### config.mk
export PLATFORM = sky130hd
export DESIGN_NAME = dma_prog_port
export DESIGN_NICKNAME = d
export VERILOG_FILES = /design/src/rtl/dma_prog_port.sv
export SDC_FILE = /design/constraint.sdc
export NUM_CORES = 1
export LEC_CHECK = 0
export ABC_AREA = 1
export ABC_CLOCK_PERIOD_IN_PS = 5150
export CAP_MARGIN = 20
export CORE_AREA = 3 3 135 137
export DETAILED_ROUTE_END_ITERATION = 12
export DIE_AREA = 0 0 138 140
export DONT_BUFFER_PORTS = 1
export PLACE_DENSITY = 0.77
export SLEW_MARGIN = 20
export SYNTH_ARGS = -nofsm -noshare
export SYNTH_HDL_FRONTEND = slang
export SYNTH_SLANG_ARGS = --single-unit
### constraint.sdc
create_clock -name clk -period 5.15 [get_ports clk]
set_clock_uncertainty 0.2 [all_clocks]
set_input_delay 0.515 -clock clk [delete_from_list [all_inputs] [get_ports clk]]
set_output_delay 0.515 -clock clk [all_outputs]
set_load 0.02 [all_outputs]
### src/rtl/dma_prog_port.sv
module dma_prog_port #(
  parameter int NCH = 4,
  parameter int AW  = 16,
  parameter int PW  = 8,
  parameter int MW  = 6
) (
  input  logic                     clk,
  input  logic                     rst_n,
  input  logic                     wr_en,
  input  logic                     rd_en,
  input  logic [7:0]               io_addr,
  input  logic [7:0]               wdata,
  output logic [7:0]               rdata,
  output logic [NCH-1:0]           mask,
  output logic                     dma_disable,
  output logic [NCH-1:0]           chan_active,
  output logic                     byte_ptr_hi,
  output logic [NCH*MW-1:0]        mode_flat,
  output logic [NCH*AW-1:0]        base_addr_flat,
  output logic [NCH*AW-1:0]        base_cnt_flat,
  output logic [NCH*(AW+PW)-1:0]   phys_addr_flat,
  output logic [NCH*(AW+1)-1:0]    xfer_len_flat
);
  localparam int CW = $clog2(NCH);
  localparam logic [7:0] P_CMD   = 8'h08;
  localparam logic [7:0] P_MASK1 = 8'h0A;
  localparam logic [7:0] P_MODE  = 8'h0B;
  localparam logic [7:0] P_FFRST = 8'h0C;

  logic [AW-1:0] base_a [NCH];
  logic [AW-1:0] cur_a  [NCH];
  logic [AW-1:0] base_c [NCH];
  logic [AW-1:0] cur_c  [NCH];
  logic [MW-1:0] mode_r [NCH];
  logic [PW-1:0] page_r [NCH];

  logic          is_ac, is_cnt, pg_hit;
  logic [CW-1:0] ac_ch, pg_idx, sel_ch;

  assign is_ac  = (io_addr < 8'(2*NCH));
  assign is_cnt = io_addr[0];
  assign ac_ch  = io_addr[CW:1];
  assign sel_ch = wdata[CW-1:0];

  always_comb begin
    pg_hit = 1'b1;
    pg_idx = '0;
    case (io_addr)
      8'h87: pg_idx = CW'(0);
      8'h83: pg_idx = CW'(1);
      8'h81: pg_idx = CW'(2);
      8'h82: pg_idx = CW'(3);
      default: pg_hit = 1'b0;
    endcase
  end

  always_ff @(posedge clk) begin
    if (!rst_n) begin
      mask        <= '1;
      dma_disable <= 1'b0;
      byte_ptr_hi <= 1'b0;
      for (int i = 0; i < NCH; i++) begin
        base_a[i] <= '0;
        cur_a[i]  <= '0;
        base_c[i] <= '0;
        cur_c[i]  <= '0;
        mode_r[i] <= '0;
        page_r[i] <= '0;
      end
    end else begin
      if ((wr_en || rd_en) && is_ac)
        byte_ptr_hi <= ~byte_ptr_hi;
      if (wr_en) begin
        if (is_ac) begin
          if (is_cnt) begin
            if (byte_ptr_hi) begin
              base_c[ac_ch][15:8] <= wdata;
              cur_c[ac_ch][15:8]  <= wdata;
            end else begin
              base_c[ac_ch][7:0]  <= wdata;
              cur_c[ac_ch][7:0]   <= wdata;
            end
          end else begin
            if (byte_ptr_hi) begin
              base_a[ac_ch][15:8] <= wdata;
              cur_a[ac_ch][15:8]  <= wdata;
            end else begin
              base_a[ac_ch][7:0]  <= wdata;
              cur_a[ac_ch][7:0]   <= wdata;
            end
          end
        end else if (pg_hit) begin
          page_r[pg_idx] <= wdata;
        end else begin
          case (io_addr)
            P_CMD:   dma_disable <= wdata[2];
            P_MASK1: mask[sel_ch] <= wdata[2];
            P_MODE:  mode_r[sel_ch] <= wdata[7:2];
            P_FFRST: byte_ptr_hi <= 1'b0;
            default: ;
          endcase
        end
      end
    end
  end

  logic [AW-1:0] rd_word;
  assign rd_word = is_cnt ? cur_c[ac_ch] : cur_a[ac_ch];

  always_comb begin
    rdata = '0;
    if (rd_en) begin
      if (is_ac)       rdata = byte_ptr_hi ? rd_word[15:8] : rd_word[7:0];
      else if (pg_hit) rdata = page_r[pg_idx];
    end
  end

  assign chan_active = dma_disable ? '0 : ~mask;

  for (genvar g = 0; g < NCH; g++) begin : g_out
    assign mode_flat[g*MW +: MW]                 = mode_r[g];
    assign base_addr_flat[g*AW +: AW]            = base_a[g];
    assign base_cnt_flat[g*AW +: AW]             = base_c[g];
    assign phys_addr_flat[g*(AW+PW) +: (AW+PW)]  = {page_r[g], cur_a[g]};
    assign xfer_len_flat[g*(AW+1) +: (AW+1)]     = {1'b0, base_c[g]} + 1'b1;
  end

  AST_PTR_CLEARED: assert property (@(posedge clk) disable iff (!rst_n)
    (wr_en && io_addr == P_FFRST) |=> !byte_ptr_hi);
  AST_PTR_FLIPS: assert property (@(posedge clk) disable iff (!rst_n)
    ((wr_en || rd_en) && is_ac) |=> (byte_ptr_hi != $past(byte_ptr_hi)));
  AST_CMD_KEEPS_MASK: assert property (@(posedge clk) disable iff (!rst_n)
    (wr_en && io_addr == P_CMD) |=> $stable(mask));
  AST_MASK_SET: assert property (@(posedge clk) disable iff (!rst_n)
    (wr_en && io_addr == P_MASK1 && wdata[2]) |=> mask[$past(wdata[1:0])]);
  AST_UNUSED_READ_ZERO: assert property (@(posedge clk) disable iff (!rst_n)
    (rd_en && !is_ac && !pg_hit) |-> (rdata == 8'h00));
  AST_IDLE_READ_ZERO: assert property (@(posedge clk) disable iff (!rst_n)
    !rd_en |-> (rdata == 8'h00));
endmodule

==> impl_metrics.csv <==
group,metric,value,unit
run_status,status,"finished, final reports clean",
critical_path,critical_path.max_fanout,5,
clock_network,tritoncts,"done",
logic_synthesis,synth_top_cell_by_area,"edfxtp_1",
cells_and_area,fillers,1503,
placement,place_area,10100,µm²
cells_and_area,nets,1142,
global_routing,grtUsageTotal,31.8,%
drt,post_drt_wl_per_cell,23.6,µm
drt,firstDrtPassIters,5,
logic_synthesis,synth_seq_cells,190,
worst_hold_path,hp-start,"rst_n",
timing,hold_violations,0,
timing,holdWs,0.0229,ns
clock_network,cts_resized,0,
worst_hold_path,min_to,"mask[2]",
clock_network,cts.sinks,190,
pwr,p_int,2.66,mW
cells_and_area,drive_above_1_share,5.13,%
worst_hold_path,whs_path_depth,1,
floorplanning,core_area,17200,µm²
critical_path,worst_r2r_endpoint,"base_a[3][8]",
pwr,irDropWorstVdd,0.000251,V
timing,post-route-period-util,68.0,%
global_routing,grt_overflow,0,
logic_synthesis,yosysWarnings,0,
logic_synthesis,syn_area_per_cell,8.71,µm²
global_routing,antenna_found_initial,0,
global_routing,grt_start_max_net_pins,100,
critical_path,critPathLaunchType,"flip-flop",
logic_synthesis,synth_cell_types,30,
clock_network,path_clk_slew,0.07,ns
cells_and_area,areaGrowthSynthToFinish,2.90,%
logic_synthesis,synth_top_area_share,53.1,%
logic_synthesis,yosys.cell_count.top_type,"nand2_1",
logic_synthesis,ys.flop_type,"edfxtp_1",
pwr,swShare,27.9,%
critical_path,r2r_slack,2.29,ns
worst_hold_path,hold_path.class,"in2reg",
critical_path,reg2reg_depth,6,
timing,fmax,0.286,GHz
critical_path,cpPeakStageDelay,0.58,ns
critical_path,cp-end-kind,"primary output",
global_routing,first_global_vias,7911,
cells_and_area,final_cells,1355,
critical_path,worstPathRequired,4.43,ns
pwr,p_sw,1.03,mW
floorplanning,dieArea,19300,µm²
flow_run,cap_violations,0,
critical_path,path_common_cell,"nand3_1",
critical_path,r2r_start,"byte_ptr_hi",
floorplanning,die_w,138,µm
clock_network,cts_inserted_buffers,17,
drt,via_count,8174,
pwr,clockPowerShare,38.7,%
floorplanning,pin_count,354,
clock_network,cts_buffer_depth,2,
pwr,p_leak,4.28,nW
clock_network,root_buffer,"clkbuf_16",
floorplanning,die_y,140,µm
critical_path,crit_family,"simple AND/OR/NAND/NOR gates",
pwr,seq_power_share,54.3,%
timing,tightest_slew,0.971,ns
critical_path,worstSetupPathType,"reg2out",
placement,io_buffers,0,
floorplanning,rows,48,
drt,drt-initial-drc-count,914,
timing,setup_viol_count_final,0,
timing,tns,0,ns
critical_path,crit_buf_inv,0,
cells_and_area,stdcell_area,10700,µm²
clock_network,htree_levels,4,
placement,gp_congestion,0.953,
timing,slew_headroom,34.6,%
critical_path,arrival,2.79,ns
critical_path,crit_path_top_delay_cell,"edfxtp_1",
logic_synthesis,synth_nets,1218,
pwr,cellPowerDensity,344,nW/µm²
drt,wl,32000,µm
logic_synthesis,synth_edf_count,184,
timing,final.min_clock_period,3.50,ns
drt,ant_nets,0,
clock_network,clk-insertion-delay-late,0.42,ns
logic_synthesis,synthCells,1194,
placement,dp_cells,1323,
critical_path,crit_chain,"ha_1 > nand3_1 > nor3_1 > nand3_1 > nor2_1 > nand3_1 > nor3_1",
timing,final-max-slew-violation-count,0,
cells_and_area,diodes,0,
global_routing,grt_pass1_wl,47000,µm
logic_synthesis,async_flop_share,0,%
logic_synthesis,synth_area_leaders,"edfxtp_1, nand2_1, nor2_1, buf_4, inv_1",
floorplanning,initial_utilization,60.6,%
logic_synthesis,synth.top_cells.by_count,"nand2_1, nor2_1, edfxtp_1, inv_1, nand3_1",
drt,viasPerCell,6.03,
logic_synthesis,ys_seq_area_share,54.3,%
pwr,p_comb_share,7.1,%
placement,dpl.hpwl,23400,µm
logic_synthesis,syn-cell-area,10400,µm²
timing,rsz0062_at_grt,"no",
drt,drc,0,
## sequential cells by signal, summed over array words and instances, names as in the netlist
name and flops:
cur_a 40, cur_c 40, page_r 32, base_a 24, base_c 24, mode_r 24
mask 4, byte_ptr_hi 1, dma_disable 1
## metal layers
metal	up-vias	part of all wire, %	GRT usage, %	wire [µm]
met5	-	0	0	0
met4	0	2.4	10.5	763
met3	62	13	11.0	4040
met2	573	49	52.3	15500
met1	3868	36	39.6	11600
li1	3671	-	-	-
## power by group through the flow
stage / logic, mW / registers [mW] / clock network (mW)
after floorplan: 0.290 / 1.95 / 0
after global placement: 0.253 / 2.03 / 0
after detailed placement: 0.256 / 2.03 / 0
after CTS: 0.259 / 2.00 / 1.42
after global routing: 0.284 / 2.01 / 1.48
final: 0.261 / 2.00 / 1.43
## cells by family after synthesis
| group | after synthesis | synth area share (%) |
|---|---|---|
| compound gates | 71 | 3.52 |
| buf+inv | 220 | 10.5 |
| simple gates | 655 | 26.7 |
| xor+xnor | 54 | 4.55 |
| fa+ha+maj | 4 | 0.481 |
| flops | 190 | 54.3 |
## worst max path at each step
stage                           start                end  slack, ns  cells past startpoint
after global routing      cur_c[2][0]  xfer_len_flat[50]       1.47                      7
final                     cur_c[2][0]  xfer_len_flat[50]       1.65                      7
after CTS                 cur_c[2][0]  xfer_len_flat[50]       1.68                      7
after detailed placement   io_addr[6]           rdata[2]       1.82                      9
after global placement     io_addr[6]           rdata[2]       1.87                      9
after floorplan           cur_c[2][0]  xfer_len_flat[50]       2.43                      7
## cells in the final DEF, fill, tap and decap left out, drive strengths merged
master	instances
a21oi	34
and2	1
buf	1
bufinv	4
clkbuf	17
clkinv	3
clkinvlp	2
dfxtp	6
dlygate4sd3	1
edfxtp	184
ha	4
inv	128
nand2	284
nand3	96
nand3b	3
nand4	19
nor2	223
nor3	26
nor4	3
o21ai	37
xnor2	12
xor2	42
## final cells by class
type / instances / area (µm²) / share of cell area (%)
inverter: 123 / 462 / 4.31
multi-input combinational: 784 / 3670 / 34.3
timing repair buffer: 2 / 17.5 / 0.164
clock inverter: 14 / 205 / 1.92
tap: 225 / 282 / 2.63
sequential: 190 / 5650 / 52.7
clock buffer: 17 / 425 / 3.97
## through the flow
step | setup WS (ns) | util (%) | total power, mW
6_report | 1.65 | 62.3 | 3.69
3_3_place_gp | 1.87 | 58.6 | 2.29
4_1_cts | 1.68 | 62.3 | 3.68
2_1_floorplan | 2.43 | - | 2.24
3_5_place_dp | 1.82 | 58.6 | 2.29
5_1_grt | 1.47 | 62.3 | 3.78
## timing repair
item                                   4_1_cts  5_1_grt
setup buffers                                0        0
endpoints found under the hold margin        3        0
hold buffers                                 1        0
Power figures use the tool's default switching activity.
